**src/rtl/uart_sleep_pkg.sv**
```systemverilog
package uart_sleep_pkg;
  typedef enum logic {
    PWR_RUN   = 1'b0,
    PWR_SLEEP = 1'b1
  } pwr_state_t;
endpackage

```
**src/rtl/uart_sleep_sync.sv**
```systemverilog
// Multi-stage synchronizer for asynchronous pins, per-bit reset value.
module uart_sleep_sync #(
  parameter int              WIDTH   = 4,
  parameter int              STAGES  = 2,
  parameter logic [WIDTH-1:0] RST_VAL = '0
) (
  input  logic             clk,
  input  logic             rst,
  input  logic [WIDTH-1:0] d_async,
  output logic [WIDTH-1:0] q_sync
);
  logic [WIDTH-1:0] stg [STAGES];

  always_ff @(posedge clk) begin
    if (rst) begin
      for (int i = 0; i < STAGES; i++) stg[i] <= RST_VAL;
    end else begin
      stg[0] <= d_async;
      for (int i = 1; i < STAGES; i++) stg[i] <= stg[i-1];
    end
  end

  assign q_sync = stg[STAGES-1];
endmodule

```
**src/rtl/uart_sleep_chan_idle.sv**
```systemverilog
// Idle verdict of one channel from its already-synchronized inputs.
module uart_sleep_chan_idle #(
  parameter int MODEM_W = 4,
  parameter int DIV_W   = 16
) (
  input  logic               irq_pend,
  input  logic               tx_empty,
  input  logic               rx_empty,
  input  logic               rx_sync,
  input  logic               ir_mode,
  input  logic [MODEM_W-1:0] modem_sync,
  input  logic [DIV_W-1:0]   div,
  output logic               idle
);
  logic fifo_ok, line_ok, modem_ok, div_ok;

  always_comb begin
    fifo_ok  = tx_empty & rx_empty;
    line_ok  = (rx_sync != ir_mode);
    modem_ok = (modem_sync == '0);
    div_ok   = (div != '0);
    idle     = ~irq_pend & fifo_ok & line_ok & modem_ok & div_ok;
  end
endmodule

```
**src/rtl/uart_sleep_fsm.sv**
```systemverilog
// Idle-window counter, sleep state and latched wake flag.
module uart_sleep_fsm
  import uart_sleep_pkg::*;
#(
  parameter int ENTRY_CYCLES = 16
) (
  input  logic clk,
  input  logic rst,
  input  logic all_idle,
  input  logic status_rd,
  output logic clk_en,
  output logic asleep,
  output logic wake_irq
);
  localparam int CNT_W = (ENTRY_CYCLES > 2) ? $clog2(ENTRY_CYCLES) : 1;
  localparam logic [CNT_W-1:0] LAST = CNT_W'(ENTRY_CYCLES - 1);

  pwr_state_t       state_q, state_d;
  logic [CNT_W-1:0] cnt_q;
  logic             wake_evt;

  always_comb begin
    wake_evt = (state_q == PWR_SLEEP) & ~all_idle;
    state_d  = state_q;
    if (wake_evt)
      state_d = PWR_RUN;
    else if (state_q == PWR_RUN && all_idle && cnt_q == LAST)
      state_d = PWR_SLEEP;
  end

  always_ff @(posedge clk) begin
    if (rst) begin
      state_q  <= PWR_RUN;
      cnt_q    <= '0;
      asleep   <= 1'b0;
      clk_en   <= 1'b1;
      wake_irq <= 1'b0;
    end else begin
      state_q <= state_d;
      asleep  <= (state_d == PWR_SLEEP);
      clk_en  <= (state_d == PWR_RUN);
      if (!all_idle)
        cnt_q <= '0;
      else if (state_q == PWR_RUN && cnt_q != LAST)
        cnt_q <= cnt_q + 1'b1;
      if (wake_evt)
        wake_irq <= 1'b1;
      else if (status_rd)
        wake_irq <= 1'b0;
    end
  end
endmodule

```
**src/rtl/uart_sleep_ctrl.sv**
```systemverilog
module uart_sleep_ctrl #(
  parameter int NUM_CH       = 4,
  parameter int MODEM_W      = 4,
  parameter int DIV_W        = 16,
  parameter int ENTRY_CYCLES = 16,
  parameter int SYNC_STAGES  = 2
) (
  input  logic                       clk,
  input  logic                       rst,
  input  logic                       sleep_en,
  input  logic [NUM_CH-1:0]          irq_pend,
  input  logic [NUM_CH-1:0]          tx_fifo_empty,
  input  logic [NUM_CH-1:0]          rx_fifo_empty,
  input  logic [NUM_CH-1:0]          rx_pin,
  input  logic [NUM_CH-1:0]          ir_mode,
  input  logic [NUM_CH*MODEM_W-1:0]  modem_in,
  input  logic [NUM_CH*DIV_W-1:0]    divisor,
  input  logic [NUM_CH-1:0]          thr_wr,
  input  logic                       status_rd,
  output logic                       clk_en,
  output logic                       asleep,
  output logic                       wake_irq
);
  localparam int MODEM_BITS = NUM_CH * MODEM_W;

  logic [NUM_CH-1:0]     rx_s;
  logic [MODEM_BITS-1:0] modem_s;
  logic [NUM_CH-1:0]     ch_idle;
  logic                  all_idle;

  uart_sleep_sync #(.WIDTH(NUM_CH), .STAGES(SYNC_STAGES), .RST_VAL({NUM_CH{1'b1}}))
    u_rx_sync (.clk(clk), .rst(rst), .d_async(rx_pin), .q_sync(rx_s));

  uart_sleep_sync #(.WIDTH(MODEM_BITS), .STAGES(SYNC_STAGES), .RST_VAL('0))
    u_modem_sync (.clk(clk), .rst(rst), .d_async(modem_in), .q_sync(modem_s));

  for (genvar c = 0; c < NUM_CH; c++) begin : g_ch
    uart_sleep_chan_idle #(.MODEM_W(MODEM_W), .DIV_W(DIV_W)) u_idle (
      .irq_pend  (irq_pend[c]),
      .tx_empty  (tx_fifo_empty[c]),
      .rx_empty  (rx_fifo_empty[c]),
      .rx_sync   (rx_s[c]),
      .ir_mode   (ir_mode[c]),
      .modem_sync(modem_s[c*MODEM_W +: MODEM_W]),
      .div       (divisor[c*DIV_W +: DIV_W]),
      .idle      (ch_idle[c])
    );
  end

  assign all_idle = sleep_en & (&ch_idle) & ~(|thr_wr);

  uart_sleep_fsm #(.ENTRY_CYCLES(ENTRY_CYCLES)) u_fsm (
    .clk      (clk),
    .rst      (rst),
    .all_idle (all_idle),
    .status_rd(status_rd),
    .clk_en   (clk_en),
    .asleep   (asleep),
    .wake_irq (wake_irq)
  );
endmodule

```
**config.mk**
```make
export PLATFORM = sky130hd
export DESIGN_NAME = uart_sleep_ctrl
export DESIGN_NICKNAME = d
export VERILOG_FILES = /design/src/rtl/uart_sleep_pkg.sv /design/src/rtl/uart_sleep_sync.sv /design/src/rtl/uart_sleep_chan_idle.sv /design/src/rtl/uart_sleep_fsm.sv /design/src/rtl/uart_sleep_ctrl.sv
export SDC_FILE = /design/constraint.sdc
export NUM_CORES = 1
export LEC_CHECK = 0
export ABC_AREA = 1
export CORE_MARGIN = 2
export CORE_UTILIZATION = 25
export CTS_CLUSTER_DIAMETER = 40
export DETAILED_ROUTE_END_ITERATION = 10
export GPL_TIMING_DRIVEN = 1
export PLACE_DENSITY = 0.59
export RECOVER_POWER = 25
export SYNTH_ARGS = -nofsm -noshare
export SYNTH_HDL_FRONTEND = slang
export SYNTH_SLANG_ARGS = --single-unit
```
**constraint.sdc**
```tcl
create_clock -name clk -period 1.2 [get_ports clk]
set_input_delay 0.18 -clock clk [delete_from_list [all_inputs] [get_ports clk]]
set_output_delay 0.18 -clock clk [all_outputs]
set_load 0.05 [all_outputs]
```
==> qor.log <==
[sta] final critical-path setup slack 4.148 ps
[grt] largest net degree at the start of global routing 19
[pwr] Power Density 913.4 nW/µm²
[min_path] worst hold path type in2reg
[status] run status finished clean
[floorplan] floorplan core area 7807 µm²
[layout] n_diodes 0
[synth] main area contributors after synthesis dfxtp_1 46%, nor2_1 20%, inv_1 11%
[clocking] clk root buf clkbuf_8
[synth] post-synthesis cell count 309
[sta] Layout Skew 4.287 ps
[synth] largest family of logic cells by synthesized area simple AND/OR/NAND/NOR gates
[synth] sequential-to-total area share from yosys stat 46.45%
[layout] end-of-flow core utilization 44.36%
[place] gpl congestion 0.8759
[floorplan] Die Area 8839 µm²
[synth] synth unique cells 20
[worst_setup_path] Crit path required time 1440 ps
[synth] Post-Synthesis Net Count 418
[sta] unrepaired setup endpoints after global routing yes
[route] DRC Markers 0
[sta] ratio of final minimum period to clock period 99.65%
[clocking] buffer depth of the longest clock path 2
[synth] netlist area before placement 2026 µm²
[synth] library cell with the largest summed area after synthesis dfxtp_1
[floorplan] DIE WIDTH 94.02 µm
[synth] post-synthesis share of cell area spent on full adders, half adders and majority gates 0.6177%
[synth] synth cell count leaders 109 x nor2_1, 58 x inv_1, 55 x nand2_1
[synth] FFs w/ async S/R, synth 0%
[synth] Synth top area share 46.45%
[sta] time the worst path needs with I/O delays and setup 1196 ps
[synth] compound-gate portion of the synthesized area 0.8647%
[worst_setup_path] critical path peak fanout 4
[route] Wirelength per Cell 8.936 µm
[grt] global-route total usage across every layer 10.87%
[route] Vias/cell 3.840
[worst_setup_path] most used cell along the critical path nand2_2
[worst_setup_path] cell breakdown of the critical path inv_2 > nand2_2 > nand2_2 > nor3b_2 > nand3_1 > nor2_2 > nand3_2 > nor2_1
[worst_setup_path] type of element capturing the critical path flop
[floorplan] Initial Utilization 25.95%
[route] final antenna-violating net count 0
[clocking] CTS tree yes
[synth] share of cell area taken by muxes after synthesis 0%
[layout] count of nets after finishing 538
[sta] Slew Viols, Final 0
[route] number of search-and-repair iterations in the first detailed-routing pass 4
[synth] Post-synth EDFFs 0
[synth] register bit count reported by yosys 47
[synth] synth warn 0
[worst_setup_path] kind of start point of the critical path flop
[worst_setup_path] slowest library cell on the worst path dfxtp_2
[place] DP Wirelength 4.068 mm
[worst_setup_path] Setup Crit Path Kind reg2reg
[sta] final number of hold-violating endpoints 0
[synth] mean area per synthesized cell 6.556 µm²
[clocking] depth of the CTS H-tree 2
[sta] final setup violating endpoints 0
[layout] share of cells above drive strength 1 10.23%
[sta] Total Negative Setup Slacks 0 ps
[route] Routed WL 4.754 mm
[clocking] number of CTS-inserted buffers 5
[route] via count 2,043
[synth] count leader, synth nor2_1
[clocking] Reg clk slew, reported paths 90 ps
[sta] actual transition at the worst max-transition pin 216.9 ps
[sta] highest clock rate 0.8362 GHz
[grt] Overflow after GRT 0
[floorplan] number of standard-cell rows in the floorplan 32
[grt] wire length of the first global-routing pass 7.590 mm
[worst_setup_path] arrival time at the worst endpoint 1430 ps
[sta] relative slew slack 85.49%
[floorplan] total I/O pin count 111
[clocking] Skew-Pair Late Insertion Delay 300 ps
[synth] post-synthesis xor/xnor area fraction 0.8647%
[place] count of input and output buffers 110
[synth] most instantiated flip-flop cell in the synthesis netlist dfxtp_1
[worst_setup_path] WP buf/inv 1
[layout] layout overhead on the synthesized area 70.97%
[floorplan] height of the chip 94.02 µm
[worst_setup_path] top cell family by delay on the critical path simple AND/OR/NAND/NOR gates
[synth] fraction of the mapped netlist area in simple logic gates 39.72%
[grt] number of antenna violations at the first check in global routing 0
[place] worst slack at placement -372.4 ps
[pwr] LEAKAGE 1.565 nW
[worst_setup_path] maximum cell stage delay along the critical path 340 ps
[clocking] Sink Count 47
[pwr] Worst VDD drop 0.5181 mV
[job] number of max-cap violations 0
[grt] vias in the first global route 1,867
[sta] hold slack 383.6 ps
[route] DRT iter0 DRCs 41
-- repair_timing --
item                                    4_1_cts  5_1_grt
setup buffers                                 1        0
hold buffers                                  0        0
cloned                                        0        0
endpoints found under the setup margin        7        7
gates resized for setup                       9        4
endpoints found under the hold margin         0        0
pin swaps                                     7        9
-- sequential cells by signal, indices dropped and copies added (netlist names) --
| name | cells |
|---|---|
| u_rx_sync.stg | 8 |
| u_fsm.clk_en | 1 |
| u_fsm.asleep | 1 |
| u_fsm.wake_irq | 1 |
| u_fsm.cnt_q | 4 |
| u_modem_sync.stg | 32 |
-- report_power, final --
part | internal (mW) | switching (mW)
clock network | 0.428 | 0.541
logic | 0.390 | 0.161
registers | 1.62 | 0.0212
total | 2.44 | 0.723
-- cells by family (layout without fill, tap and decap cells) --
| family | count (synthesis) | in the layout |
|---|---|---|
| adders and majority gates | 1 | 1 |
| DFF | 47 | 47 |
| xor gates and xnor gates | 2 | 2 |
| AOI/OAI and AO/OA | 3 | 3 |
| and+or+nand+nor | 194 | 194 |
| buffers and inverters | 62 | 183 |
-- layout by cell type (no fill, tap or decap), types with 2 or more instances in the layout --
| cell | count |
|---|---|
| nor2_1 | 105 |
| clkdlybuf4s50_1 | 104 |
| inv_1 | 56 |
| nand2_1 | 54 |
| dfxtp_1 | 44 |
| or2_2 | 8 |
| nand3_1 | 8 |
| nor2_2 | 5 |
| clkbuf_8 | 5 |
| buf_12 | 5 |
| nand2_2 | 4 |
| buf_4 | 4 |
| dfxtp_2 | 3 |
| a21oi_1 | 2 |
| inv_2 | 2 |
| nor3b_2 | 2 |
| nand3b_1 | 2 |
| nand4_1 | 2 |
| xnor2_1 | 2 |
| inv_6 | 2 |
| dlygate4sd2_1 | 2 |
-- per-stage QoR --
| stage | power, mW | instances | area [µm²] |
|---|---|---|---|
| 5_1_grt | 3.325 | 532 | 3463 |
| 2_1_floorplan | 1.834 | 309 | 2027 |
| 4_1_cts | 3.225 | 532 | 3471 |
| 6_report | 3.163 | 532 | 3463 |
| 3_3_place_gp | 2.236 | 523 | 3353 |
| 3_5_place_dp | 2.242 | 523 | 3353 |
-- final timing paths --
kind,start,end,slack [ps],depth (start not counted)
max reg2reg,u_rx_sync.stg[0][7]$_SDFF_PP1_,u_fsm.cnt_q[2]$_SDFFE_PP0P_,4,8
min reg2reg,u_modem_sync.stg[0][9]$_SDFF_PP0_,u_modem_sync.stg[0][25]$_SDFF_PP0_,400,2
max,u_rx_sync.stg[0][7]$_SDFF_PP1_,u_fsm.cnt_q[2]$_SDFFE_PP0P_,4,8
min,modem_in[11],u_modem_sync.stg[0][11]$_SDFF_PP0_,380,3
-- layout make-up --
type,instances,area (µm²)
Clock buffer,5,68.82
Multi-Input combinational cell,200,874.6
Fill cell,812,4344
Timing Repair Buffer,117,1204
Clock inverter,3,26.28
Tap cell,102,127.6
Inverter,58,217.7
Sequential cell,47,944.7
-- tightest hold or removal path: stages --
cell,delay (ps)
clkdlybuf4s50_1,390
inv_1,50
nor2_1,30
-- layer usage --
metal	vias up	GRT usage, %	share of wire (%)
met5	-	0	0
met4	0	3.986	1.3
met3	7	3.852	12
met2	77	21.19	48
met1	827	10.27	39
li1	1132	-	-
Note: power is estimated with default switching activity, not from simulation.
